===== src/rtl/smb_master.sv =====
module smb_master #(
  parameter int DIV  = 8,
  parameter int FREE = 16
) (
  input  logic       clk,
  input  logic       rst,
  input  logic       dat_we,
  input  logic [7:0] dat_wval,
  input  logic       sta_set,
  input  logic       sto_set,
  input  logic       ack_we,
  input  logic       ack_wval,
  input  logic       irq_clr,
  output logic [7:0] dat_rd,
  output logic       ack_bit,
  output logic       irq,
  output logic       arb_lost,
  output logic       busy,
  output logic       tx_mode,
  input  logic       scl_in,
  output logic       scl_oe,
  input  logic       sda_in,
  output logic       sda_oe
);
  localparam int CW = (DIV > 1) ? $clog2(DIV) : 1;
  localparam int FW = $clog2(FREE + 1);

  typedef enum logic [2:0] {S_IDLE, S_STA, S_BIT, S_ACK, S_HOLD, S_STO} st_t;

  st_t           st;
  logic [1:0]    q;
  logic [CW-1:0] cnt;
  logic [FW-1:0] idle_cnt;
  logic [2:0]    bitn;
  logic [7:0]    sh, dat;
  logic          rdir, pend_ack, wrote, sta_q, sto_q;

  assign dat_rd = dat;

  wire run   = (st == S_STA) || (st == S_BIT) || (st == S_ACK) || (st == S_STO);
  wire stall = !scl_oe && !scl_in;
  wire tick  = run && !stall && (cnt == CW'(DIV - 1));
  wire lose  = tick && (st == S_BIT) && (q == 2'd2) && tx_mode && !sda_oe && !sda_in;

  always_ff @(posedge clk) begin
    if (rst) begin
      st <= S_IDLE; q <= '0; cnt <= '0; idle_cnt <= '0; bitn <= '0;
      sh <= '0; dat <= '0; rdir <= 1'b0; pend_ack <= 1'b0; wrote <= 1'b0;
      sta_q <= 1'b0; sto_q <= 1'b0; ack_bit <= 1'b0; irq <= 1'b0;
      arb_lost <= 1'b0; busy <= 1'b0; tx_mode <= 1'b0;
      scl_oe <= 1'b0; sda_oe <= 1'b0;
    end else begin
      if (dat_we) begin dat <= dat_wval; wrote <= 1'b1; end
      if (sta_set) sta_q <= 1'b1;
      if (sto_set) sto_q <= 1'b1;
      if (ack_we) ack_bit <= ack_wval;
      if (irq_clr && st != S_HOLD) begin irq <= 1'b0; arb_lost <= 1'b0; end

      if (!run) cnt <= '0;
      else if (!stall) cnt <= tick ? '0 : cnt + 1'b1;
      if (tick) q <= q + 1'b1;

      if (scl_in && sda_in) begin
        if (idle_cnt != FW'(FREE)) idle_cnt <= idle_cnt + 1'b1;
      end else idle_cnt <= '0;

      case (st)
        S_IDLE:
          if (sta_q && idle_cnt == FW'(FREE)) begin
            st <= S_STA; sta_q <= 1'b0; busy <= 1'b1; q <= '0;
          end
        S_STA:
          if (tick) begin
            case (q)
              2'd0: sda_oe <= 1'b0;
              2'd1: scl_oe <= 1'b0;
              2'd2: sda_oe <= 1'b1;
              default: begin
                scl_oe <= 1'b1; st <= S_BIT; bitn <= 3'd7; sh <= dat;
                tx_mode <= 1'b1; rdir <= dat[0]; pend_ack <= 1'b0;
              end
            endcase
          end
        S_BIT:
          if (tick) begin
            case (q)
              2'd0: sda_oe <= tx_mode && !sh[7];
              2'd1: scl_oe <= 1'b0;
              2'd2: sh <= {sh[6:0], sda_in};
              default: begin
                scl_oe <= 1'b1;
                if (bitn != 3'd0) bitn <= bitn - 1'b1;
                else if (tx_mode) st <= S_ACK;
                else begin
                  st <= S_HOLD; irq <= 1'b1; pend_ack <= 1'b1; wrote <= 1'b0; dat <= sh;
                end
              end
            endcase
          end
        S_ACK:
          if (tick) begin
            case (q)
              2'd0: sda_oe <= !tx_mode && ack_bit;
              2'd1: scl_oe <= 1'b0;
              2'd2: if (tx_mode) ack_bit <= !sda_in;
              default: begin
                scl_oe <= 1'b1;
                if (tx_mode) begin
                  st <= S_HOLD; irq <= 1'b1; wrote <= 1'b0;
                end else if (sto_q) st <= S_STO;
                else if (sta_q) begin st <= S_STA; sta_q <= 1'b0; end
                else begin st <= S_BIT; bitn <= 3'd7; end
              end
            endcase
          end
        S_HOLD:
          if (irq_clr) begin
            irq <= 1'b0;
            if (pend_ack) begin st <= S_ACK; pend_ack <= 1'b0; end
            else if (sto_q) st <= S_STO;
            else if (sta_q) begin st <= S_STA; sta_q <= 1'b0; end
            else if (!rdir && wrote) begin st <= S_BIT; bitn <= 3'd7; sh <= dat; end
            else begin st <= S_BIT; bitn <= 3'd7; tx_mode <= 1'b0; end
          end
        S_STO:
          if (tick) begin
            case (q)
              2'd0: sda_oe <= 1'b1;
              2'd1: scl_oe <= 1'b0;
              2'd2: ;
              default: begin
                sda_oe <= 1'b0; st <= S_IDLE; busy <= 1'b0; sto_q <= 1'b0;
              end
            endcase
          end
        default: st <= S_IDLE;
      endcase

      if (lose) begin
        st <= S_IDLE; q <= '0; scl_oe <= 1'b0; sda_oe <= 1'b0;
        arb_lost <= 1'b1; irq <= 1'b1; busy <= 1'b0; sta_q <= 1'b0; sto_q <= 1'b0;
      end
    end
  end

  p_reset_idle_r12: assert property (@(posedge clk)
    rst |=> (!busy && !scl_oe && !sda_oe && !irq && !arb_lost));

  p_sda_low_phase_r3: assert property (@(posedge clk) disable iff (rst)
    (!scl_oe && (st == S_BIT || st == S_ACK)) |=> (scl_oe || sda_oe == $past(sda_oe)));

  p_irq_sticky_r4: assert property (@(posedge clk) disable iff (rst)
    (irq && !irq_clr) |=> irq);

  p_hold_scl_r7: assert property (@(posedge clk) disable iff (rst)
    (st == S_HOLD) |-> scl_oe);

  p_lose_release_r10: assert property (@(posedge clk) disable iff (rst)
    $rose(arb_lost) |-> (!scl_oe && !sda_oe && !busy && irq));

  p_stop_release_r9: assert property (@(posedge clk) disable iff (rst)
    $fell(busy) |-> (!scl_oe && !sda_oe));
endmodule


===== config.mk =====
export PLATFORM = sky130hd
export DESIGN_NAME = smb_master
export DESIGN_NICKNAME = d
export VERILOG_FILES = /design/src/rtl/smb_master.sv
export SDC_FILE = /design/constraint.sdc
export NUM_CORES = 1
export LEC_CHECK = 0
export BUFFER_PORTS_ARGS = -buffer_cell sky130_fd_sc_hd__buf_4
export CAP_MARGIN = 10
export CORE_MARGIN = 2
export CORE_UTILIZATION = 49
export DETAILED_ROUTE_END_ITERATION = 10
export PLACE_DENSITY = 0.66
export REMOVE_ABC_BUFFERS = 1
export SYNTH_ARGS = -nofsm -noshare
export SYNTH_HDL_FRONTEND = slang
export SYNTH_SLANG_ARGS = --single-unit

===== constraint.sdc =====
create_clock -name clk -period 2.2 [get_ports clk]
set_input_delay 0 -clock clk [delete_from_list [all_inputs] [get_ports clk]]
set_output_delay 0 -clock clk [all_outputs]
set_load 0.02 [all_outputs]

* Yosys cells after proc, flatten, opt, wreduce, memory -nomap -nowiden
Cells that the tools add are included.
** Operators by class
- Bitwise gates (word level) :: 3
- Reductions and logical operators :: 51
- Muxes and demuxes :: 123
- Equality and inequality tests :: 38
- Add/subtract/negate cells :: 4
** Operator list (number)
- $mux 8 :: 15
- $mux 3 :: 28
- $mux 1 :: 62
- $ne 2x2->1 const B :: 20
- $pmux 8 s3 :: 1
- $reduce_and 11->1 :: 2
- $pmux 3 s6 :: 1
- $reduce_and 8->1 :: 2
- $logic_and 1x1->1 :: 14
- $pmux 1 s2 :: 7
- $ne 2x1->1 const B :: 6
- $pmux 3 s4 :: 1
- $reduce_and 10->1 :: 1
- $reduce_or 2->1 :: 5
- $eq 3x3->1 const B :: 3
- $pmux 1 s3 :: 3
- $reduce_and 9->1 :: 1
- $logic_not 1->1 :: 8
- $mux 2 :: 4
- $reduce_bool 2->1 :: 4
- $reduce_bool 4->1 :: 2
- $eq 3x2->1 const B :: 2
- $reduce_bool 3->1 :: 2
- $reduce_or 3->1 :: 2
- 19 further kinds :: 23
** Word-level totals
- Output and inout port bits :: 15
- Register bits :: 44
- Word-level logic and storage cells :: 238

* Longest topological paths before layout
Gate-level depths: netlist (run 1).
- Depth in word-level cells :: 12
- Depth in mapped cells :: 8
- Mapped depth without buffers :: 7

* Least setup slack after synthesis (run 1)
No wires, ideal clock.
- Path kind :: reg2reg
- Start point :: register cnt[0]
- End point :: register sh[7]
- Setup time :: 0.088 ns
- Slack :: 0.131 ns
- Arrival time :: 1.981 ns
- Cell stages (with the launch flop) :: 9
- Clock period less this slack :: 2.069 ns
- Path buffers :: 1
- Cells stage by stage :: dfxtp_1 ha_1 ha_1 o21ai_0 a211o_1 a221oi_4 buf_6 nor2_1 a311oi_2
** Between the ends
- Longest elaborated chain between the ends :: 4
- Elaborated cells on any way between the ends :: 5
** Ends and longest elaborated chain
- start: declaration :: line 32 : logic [CW-1:0] cnt;
- start signal: assignment :: line 60 : else if (!stall) cnt <= tick ? '0 : cnt + 1'b1;
- $eq 3x3->1 * :: line 42 : wire tick = run && !stall && (cnt == CW'(DIV - 1));
- $logic_and 1x1->1 * :: line 42
- $ne 2x2->1 (no source line)
- $reduce_and 10->1 (no source line) *
- end signal: assignment :: line 89 : 2'd2: sh <= {sh[6:0], sda_in};
- end: declaration :: line 35 : logic [7:0] sh, dat;
Every way passes the cells marked *; elsewhere a longest branch is shown, timed or not.
A chain may end at the register's enable or synchronous reset.

* Worst setup path in the final report (run 1)
- Start point :: register q[0]
- End point :: register sh[7]
** Between the ends
- Longest elaborated chain between the ends :: 4
- Elaborated cells on any way between the ends :: 7
** Ends and longest elaborated chain
- start: declaration :: line 31 : logic [1:0] q;
- start signal: assignment :: line 61 : if (tick) q <= q + 1'b1;
- $eq 2x2->1, or another cell as far along :: line 74, 86
- $reduce_or 3->1 (no source line)
- $ne 2x2->1 (no source line)
- $reduce_and 10->1 (no source line) *
Marked as above.

==> results of run 1 <==
[worst max path at each step]
stage / from / end / slack, ns / cells after the start
after global routing: q[0] / sh[7] / 0.03 / 7
final: q[0] / sh[7] / 0.14 / 7
after global placement: st[1] / q[1] / 0.16 / 5
after detailed placement: cnt[0] / sh[7] / 0.06 / 8
after floorplan: st[1] / bitn[0] / -0.14 / 5
after CTS: cnt[0] / sh[7] / 0.04 / 8
[flip-flops by register name (all words and copies together), names as in the netlist, 2 cells and up]
register / flops
dat_rd: 8
sh: 8
idle_cnt: 5
bitn: 3
cnt: 3
st: 3
q: 2
[layer usage]
layer,routed length (microns),track usage (%)
met5,0,0
met3,350,4.50
met1,2960,29.3
met2,2800,34.3
met4,63,5.82
[critical path, delay by kind of cell, from the launching register on]
family                     cells  cell delay [ns]
AOI/OAI and AO/OA              3             0.89
DFF                            1             0.41
adders and majority gates      1             0.32
buffers and inverters          1             0.20
and+or+nand+nor                2             0.16
[cell type report]
class                   instances  area, sq um  share of cell area, %
clock buffers                   6         82.6                   2.74
repair buffers                 50          384                   12.8
multi-input cells             233         1510                   50.3
flip-flops and latches         44          882                   29.3
clock inverters                 2         15.0                  0.499
inverters                      12         45.0                   1.50
well taps                      70         87.6                   2.91
[what timing repair did]
item                                    CTS  global route
endpoints found under the hold margin     2             0
endpoints found under the setup margin    0            11
gates resized for setup                   0             4
hold buffers                              2             0
[kinds of logic (layout without fill, tap and decap cells)]
group | Yosys count | after routing | share of synthesized area, %
xor gates and xnor gates | 5 | 5 | 1.72
and+or+nand+nor | 126 | 126 | 25.2
muxes | 12 | 12 | 4.72
adders and majority gates | 10 | 10 | 4.91
buffers and inverters | 32 | 70 | 6.14
DFF | 44 | 44 | 34.6
AOI/OAI and AO/OA | 80 | 80 | 22.8
[power breakdown]
part           total [W]  internal (W)  switching, W  leakage, nW
Combinational   0.000776      0.000341      0.000435        0.810
Sequential      0.000988      0.000877      0.000111        0.359
Clock           0.000539      0.000254      0.000284       0.0434
[synthesized netlist by cell type, types with 3 or more instances]
master    number  area share [%]
nor2_1        48             7.1
dfxtp_1       44              35
nand2_1       27             4.0
a21oi_1       17             3.3
a211oi_1      14             4.1
clkbuf_1      12             1.8
inv_1         12             1.8
mux2i_1       12             4.7
o21ai_0       11             2.2
ha_1          10             4.9
nand2b_1      10             2.5
nor2b_1        8             2.0
a311oi_1       7             2.4
nand3_1        7             1.4
o22ai_1        5             1.2
a31oi_1        4            0.98
buf_6          4             1.8
nor3_1         4            0.79
or2_2          3            0.74
xnor2_1        3             1.0
[stage by stage]
| stage | std cells | instance area, sq um | utilization (%) |
|---|---|---|---|
| 3_3_place_gp | 407 | 2880 | 56.8 |
| 6_report | 417 | 3010 | 59.3 |
| 4_1_cts | 417 | 3000 | 59.1 |
| 2_1_floorplan | 289 | 2430 | - |
| 5_1_grt | 417 | 3010 | 59.3 |
| 3_5_place_dp | 407 | 2880 | 56.8 |
==> reports/results.tsv, run 1 <==
stage	metric	value	unit
final_layout	Antenna Cells	0	
critical_path	Setup crit end kind	flop	
timing	WHS	-0.00762	ns
timing	fin worst setup slack	0.139	ns
final_layout	most frequent cells in the layout	48 x nor2_1, 47 x buf_4, 43 x dfxtp_1	
cts	post-CTS setup repair buffer count	0	
global_routing	first-pass GRT wire length	10.2	mm
placed_design	pre-CTS setup slack	0.0638	ns
critical_path	Critical-path top delay cell	dfxtp_1	
floorplan	Die Ht	76.1	microns
route	TritonRoute pass-1 iters	4	
global_routing	largest net degree at the start of global routing	32	
pwr	total power	0.00230	W
floorplan	core area	5070	sq um
logic_synthesis	Synth Cell Area	2550	sq um
timing	Fin Setup TNS	0	ns
critical_path	R2R depth	7	
critical_path	FF-to-FF End	sh[7]	
cts	root buf cell	clkbuf_8	
critical_path	CP Cell Sequence	ha_1 -> nand3b_4 -> a211o_1 -> a221oi_4 -> buf_6 -> nor2_1 -> a311oi_2	
min_path	Hold Path Stages	3	
timing	Slew headroom	61.0	%
timing	fin. max-slew vios	0	
logic_synthesis	ys async rst share	0	%
cts	clock tree from TritonCTS	built	
route	Wirelength per Cell	14.8	microns
min_path	WHS Endpoint	sto_q	
timing	Worst Tran Pin Value	0.570	ns
critical_path	Reg2Reg Launch Point	q[0]	
min_path	min-delay src	sto_set	
critical_path	slowest stage delay, CP	0.41	ns
placed_design	port buffer count	32	
final_layout	# fillers	491	
route	ANT nets after route	0	
logic_synthesis	Post-synth top flop	dfxtp_1	
floorplan	Ports	33	
run_status	failing checks	negative hold slack	
critical_path	CP max FO	16	
logic_synthesis	Syn Inst Count	309	
logic_synthesis	#FFs+latches synth	44	
timing	min Tclk post-route	2.06	ns
timing	Worst Skew	0.00769	ns
min_path	HP Class	in2reg	
logic_synthesis	Seq/Total Area, Yosys	34.6	%
timing	final hold violation count	1	
cts	number of H-tree levels	2	
cts	clk_lat worst skew	0.30	ns
final_layout	layout cells sized above 1	20.5	%
run_status	status	complete, but fails checks	
route	DRT Wirelength	6.18	mm
timing	Final Cycle Share	93.7	%
timing	Setup violations, final	0	
logic_synthesis	Mean Syn Cell Area	8.24	sq um
floorplan	Die W	76.1	microns
global_routing	GRT Total Usage	21.4	%
critical_path	Crit Path Category	reg2reg	
cts	TritonCTS Buffers	5	
critical_path	CP Launch Type	flop	
timing	Max Clock Freq	485	MHz
cts	CTS max path bufs	2	
critical_path	Critical Path RT	2.41	ns
logic_synthesis	Yosys cell types	55	
critical_path	CP Data Arrival Time	2.27	ns
global_routing	initial antenna violation count	0	
placed_design	gpl congestion	0.894	
route	Vias	2352	
route	DR iter-0 viols	139	
pwr	Pwr per Cell Area	765	nW/um^2
placed_design	Final HPWL DP	4.52	mm
timing	RSZ-0062 raised after global routing	no	
floorplan	DIE AREA	5790	sq um
critical_path	reg2reg setup slack	0.14	ns
pwr	leak pwr	1.21	nW
run	Max-Cap Viols	0	
floorplan	initial core utilization	50.2	%
final_layout	commonest non-fill, non-tap cell in the layout	nor2_1	
floorplan	Cell Rows	26	
global_routing	global route overflow	0	
logic_synthesis	Post-synth EDFFs	0	
logic_synthesis	YS warnings	0	
cts	clk slew on worst S/H paths	0.09	ns
global_routing	vias in the first global route	2205	
pwr	Worst VDD drop	0.379	mV
cts	clk sinks	44	
final_layout	nets@finish	374	
route	via/cell ratio	5.64	
route	# DRC	0	
final_layout	synth-to-layout area growth	18.2	%
Note: power is estimated with default switching activity, not from simulation.
==> inputs of run 2 (changes only) <==
Settings changed: PLACE_DENSITY 0.66 to 0.78.
==> run 2 against run 1 <==
Net effect: the flow now finishes without violations; cell count up 0.24%; clock power about the same; core utilization about the same; clock skew up 0.00085 ns; worst setup slack worse by 0.062 ns; maximum frequency down 2.9%; die area unchanged; wire length up 3.6%; worst hold slack better by 0.031 ns; power about the same; sequential share of layout area down 0.054 points; critical endpoint is now sh[4]; largest cell class unchanged; largest power group unchanged; highest routed layer unchanged.
==> reports/results.tsv, run 2 (synthesized netlist as in run 1, its figures left out) <==
stage	metric	value	unit	change
route	DR iter-0 viols	272		+96%
floorplan	core area	5070	sq um	unchanged
placed_design	pre-CTS setup slack	0.0927	ns	+0.0289 ns
pwr	total power	0.00231	W	about the same
timing	final hold violation count	0		-1
timing	Final Cycle Share	96.5	%	+2.8 points
cts	clk_lat worst skew	0.30	ns	about the same
global_routing	first-pass GRT wire length	10.6	mm	+3.7%
final_layout	commonest non-fill, non-tap cell in the layout	nor2_1		
floorplan	Die W	76.1	microns	unchanged
floorplan	Ports	33		unchanged
route	Vias	2392		+1.7%
global_routing	initial antenna violation count	0		unchanged
pwr	leak pwr	1.21	nW	+0.14%
cts	CTS max path bufs	2		unchanged
min_path	HP Class	in2reg		
critical_path	CP Data Arrival Time	2.31	ns	+0.04 ns
final_layout	Antenna Cells	0		unchanged
route	# DRC	0		unchanged
route	TritonRoute pass-1 iters	4		unchanged
final_layout	layout cells sized above 1	19.8	%	-0.63 points
route	Wirelength per Cell	15.3	microns	+3.3%
critical_path	slowest stage delay, CP	0.42	ns	about the same
cts	clk sinks	44		unchanged
final_layout	most frequent cells in the layout	48 x nor2_1, 46 x buf_4, 44 x dfxtp_1		
route	via/cell ratio	5.72		+1.5%
global_routing	largest net degree at the start of global routing	32		unchanged
timing	Setup violations, final	0		unchanged
route	ANT nets after route	0		unchanged
cts	clock tree from TritonCTS	built		
cts	root buf cell	clkbuf_8		
timing	min Tclk post-route	2.12	ns	+0.0620 ns
placed_design	placed cell count	405		-0.49%
pwr	Pwr per Cell Area	765	nW/um^2	about the same
route	DRT Wirelength	6.40	mm	+3.6%
critical_path	Critical Path RT	2.39	ns	-0.02 ns
critical_path	CP Launch Type	flop		
timing	Worst Tran Pin Value	0.541	ns	-0.0288 ns
global_routing	GRT Total Usage	22.1	%	+0.71 points
critical_path	Setup crit end kind	flop		
placed_design	dpl cell area	2870	sq um	-0.52%
timing	fin. max-slew vios	0		unchanged
placed_design	Final HPWL DP	4.53	mm	+0.21%
final_layout	Final Cell Area	3010	sq um	about the same
critical_path	CP Cell Sequence	ha_1 -> nand3b_4 -> a211o_1 -> a221oi_4 -> buf_6 -> nor2_1 -> a311oi_1		
final_layout	synth-to-layout area growth	18.3	%	about the same
placed_design	port buffer count	32		unchanged
pwr	Worst VDD drop	0.421	mV	+11%
final_layout	final non-filler cell total	418		+0.24%
timing	Slew headroom	63.4	%	+2.4 points
floorplan	DIE AREA	5790	sq um	unchanged
critical_path	Crit Path Category	reg2reg		
global_routing	global route overflow	0		unchanged
critical_path	Critical-path top delay cell	dfxtp_1		
final_layout	nets@finish	375		+0.27%
critical_path	CP max FO	8		-8
timing	Max Clock Freq	471	MHz	-2.9%
cts	TritonCTS Buffers	5		unchanged
cts	number of H-tree levels	2		unchanged
timing	Worst Skew	0.00855	ns	+0.000852 ns
global_routing	vias in the first global route	2177		-1.3%
floorplan	initial core utilization	50.2	%	unchanged
placed_design	gpl congestion	0.923		+3.3%
floorplan	Cell Rows	26		unchanged
run_status	status	finished, final reports clean		
timing	fin worst setup slack	0.0773	ns	-0.0620 ns
run	Max-Cap Viols	0		unchanged
cts	clk slew on worst S/H paths	0.09	ns	about the same
floorplan	Die Ht	76.1	microns	unchanged
[run 2: changes by cell type in the layout (fill, tap and decap cells not counted)]
cell,previous run,this run
o21ai_0,10,11
nor3b_1,1,2
buf_2,0,1
dfxtp_2,1,0
o21ai_1,1,0
dfxtp_1,43,44
dlygate4sd3_1,2,3
nor3b_2,1,0
buf_4,47,46
[run 2: cell type report]
| type | instances | area (sq um) |
|---|---|---|
| clock buffer | 6 | 82.6 |
| inverter | 12 | 45.0 |
| clock inverter | 2 | 15.0 |
| sequential | 44 | 881 |
| tap | 70 | 87.6 |
| multi-input combinational | 233 | 1510 |
| fill | 493 | 2060 |
| timing repair buffer | 51 | 392 |
[run 2: timing repair]
item	CTS	global route
hold buffers	3	0
resized for setup	0	1
endpoints found under the hold margin	3	0
setup endpoints to repair	0	8
buffers inserted	0	1
[run 2: per-layer routing]
metal	routed length (microns)	global-route usage [%]	up-vias	share of wire, %
met4	76	5.45	0	1.2
met1	2840	30.6	1120	44
met5	0	0	-	0
met3	472	3.55	11	7.4
li1	-	-	1174	-
met2	3000	36.1	87	47
[run 2: path summary, 6_finish.rpt]
| kind | cells past startpoint | to | slack (ns) | start |
|---|---|---|---|---|
| min reg2reg | 2 | arb_lost | 0.46 | arb_lost |
| min | 4 | arb_lost | 0.02 | irq_clr |
| max | 7 | sh[4] | 0.08 | q[0] |
| max reg2reg | 7 | sh[4] | 0.08 | q[0] |
[run 2: critical path: cells and delay by family (launching register included)]
family	cells	cell delay, ns
compound gates	3	0.98
flops	1	0.42
fa+ha+maj	1	0.31
buf+inv	1	0.17
simple gates	2	0.14
[run 2: power by group]
group	total, W	internal (W)	leakage, nW	switching [W]
Combinational	0.000782	0.000337	0.812	0.000446
Sequential	0.000980	0.000876	0.359	0.000105
Clock	0.000542	0.000254	0.0434	0.000288
[run 2: stage by stage]
step | util (%) | TNS, ns | hold WS [ns]
floorplan | - | -1.25 | 0.0679
global placement | 56.5 | 0 | 0.230
detailed placement | 56.5 | 0 | 0.231
CTS | 59.0 | 0 | 0.0227
global route | 59.3 | -0.0329 | 0.0481
finish | 59.3 | 0 | 0.0236
==> inputs of run 3 (changes only) <==
Settings changed: SETUP_SLACK_MARGIN set to 0.2.
==> run 3 against run 2 <==
Net effect: register-to-register slack better by 0.17 ns; clock power hardly changed; non-clock buffer count is 2 higher; global-route usage is 0.43 points higher.
==> reports/results.tsv, run 3 (synthesized netlist as in run 1, its figures left out) <==
stage	metric	value	unit	change
route	TritonRoute pass-1 iters	4		unchanged
floorplan	Cell Rows	26		unchanged
timing	Slew headroom	58.9	%	-4.5 points
critical_path	CP Launch Type	flop		
critical_path	Setup crit end kind	flop		
timing	min Tclk post-route	1.96	ns	-0.165 ns
floorplan	core area	5070	sq um	unchanged
timing	Final Cycle Share	89.0	%	-7.5 points
floorplan	DIE AREA	5790	sq um	unchanged
critical_path	Crit Path Category	reg2reg		
cts	TritonCTS Buffers	5		unchanged
timing	Max Clock Freq	511	MHz	+8.4%
floorplan	initial core utilization	50.2	%	unchanged
placed_design	Final HPWL DP	4.53	mm	unchanged
floorplan	Die Ht	76.1	microns	unchanged
cts	CTS max path bufs	2		unchanged
final_layout	nets@finish	377		+0.53%
final_layout	Final Cell Area	3120	sq um	+3.7%
global_routing	global route overflow	0		unchanged
pwr	Worst VDD drop	0.412	mV	-2.0%
route	ANT nets after route	0		unchanged
route	via/cell ratio	5.77		+0.90%
global_routing	largest net degree at the start of global routing	32		unchanged
critical_path	R2R depth	8		+1
critical_path	Critical Path RT	2.35	ns	-0.04 ns
timing	Setup violations, final	0		unchanged
route	DR iter-0 viols	244		-10%
final_layout	Antenna Cells	0		unchanged
timing	final hold violation count	0		unchanged
cts	root buf cell	clkbuf_8		
placed_design	gpl congestion	0.923		unchanged
cts	clk slew on worst S/H paths	0.09	ns	about the same
global_routing	GRT Total Usage	22.5	%	+0.43 points
pwr	total power	0.00235	W	+2.1%
critical_path	CP Data Arrival Time	2.11	ns	-0.20 ns
global_routing	vias in the first global route	2214		+1.7%
route	# DRC	0		unchanged
cts	number of H-tree levels	2		unchanged
cts	clock tree from TritonCTS	built		
critical_path	CP max FO	5		-3
timing	Worst Skew	0.00927	ns	+0.000727 ns
run	Max-Cap Viols	0		unchanged
run_status	status	finished, final reports clean		
route	Vias	2425		+1.4%
floorplan	Ports	33		unchanged
timing	Worst Tran Pin Value	0.615	ns	+0.0733 ns
route	DRT Wirelength	6.45	mm	+0.88%
timing	WHS	0.0297	ns	+0.00610 ns
placed_design	dpl cell area	2870	sq um	unchanged
floorplan	Die W	76.1	microns	unchanged
global_routing	initial antenna violation count	0		unchanged
min_path	Hold Path Stages	4		unchanged
final_layout	most frequent cells in the layout	48 x nor2_1, 48 x buf_4, 39 x dfxtp_1		
pwr	leak pwr	1.23	nW	+1.6%
timing	RSZ-0062 raised after global routing	no		
global_routing	first-pass GRT wire length	10.8	mm	+2.0%
min_path	HP Class	in2reg		
final_layout	layout cells sized above 1	24.9	%	+5.0 points
cts	clk_lat worst skew	0.29	ns	about the same
placed_design	port buffer count	32		unchanged
route	Wirelength per Cell	15.4	microns	+0.40%
final_layout	synth-to-layout area growth	22.7	%	
timing	fin. max-slew vios	0		unchanged
pwr	Pwr per Cell Area	753	nW/um^2	-1.6%
cts	clk sinks	44		unchanged
==> run 3: cell types whose count changed in the layout (fill, tap and decap cells not counted), sizes merged <==
| cell | before | now |
|---|---|---|
| buf | 48 | 50 |
==> run 3: per-layer routing <==
metal / global-route usage [%] / vias up / part of all wire (%)
met5: 0 / - / 0
li1: - / 1183 / -
met3: 3.55 / 15 / 6.8
met2: 36.7 / 97 / 47
met4: 6.00 / 0 / 1.4
met1: 31.1 / 1130 / 45
==> run 3: worst paths after layout <==
check                           startpoint        to  slack [ns]
worst min-delay path               irq_clr  arb_lost        0.03
worst min register to register    arb_lost  arb_lost        0.46
worst max register to register      cnt[0]    sda_oe        0.24
worst max-delay path                cnt[0]    sda_oe        0.24
==> run 3: area by class of cell <==
cell class                      instances  area, sq um
Inverter                               12         45.0
Sequential cell                        44          890
Clock inverter                          2         15.0
Multi-Input combinational cell        233         1590
Clock buffer                            6         82.6
Fill cell                             472         1950
Tap cell                               70         87.6
Timing Repair Buffer                   53          413
==> run 3: power breakdown <==
group,internal [W],switching [W],total (W)
registers,0.000881,0.000105,0.000986
clock network,0.000254,0.000284,0.000539
logic,0.000357,0.000471,0.000828
total,0.00149,0.000861,0.00235
==> run 3: repair_timing <==
action,in CTS,in global routing
setup endpoints to repair,11,23
setup buffers,1,2
pin swaps,1,10
gates resized for setup,8,21
hold buffers,3,0
hold endpoints to repair,3,0
gates cloned,1,0
==> run 3: critical path, cell delays in order, from the launching register on <==
cell	delay [ns]
dfxtp_2	0.34
ha_2	0.19
ha_4	0.14
buf_4	0.14
o2111ai_2	0.14
or4_4	0.54
nor2b_4	0.16
o21ai_1	0.09
a31oi_1	0.07
==> run 3: stage by stage <==
step | utilization, % | TNS [ns] | setup slack [ns] | std cells
3_3_place_gp | 56.5 | 0 | 0.190 | 405
5_1_grt | 61.6 | 0 | 0.189 | 420
2_1_floorplan | - | -1.25 | -0.140 | 289
4_1_cts | 59.5 | 0 | 0.203 | 418
3_5_place_dp | 56.5 | 0 | 0.0927 | 405
6_report | 61.6 | 0 | 0.243 | 420
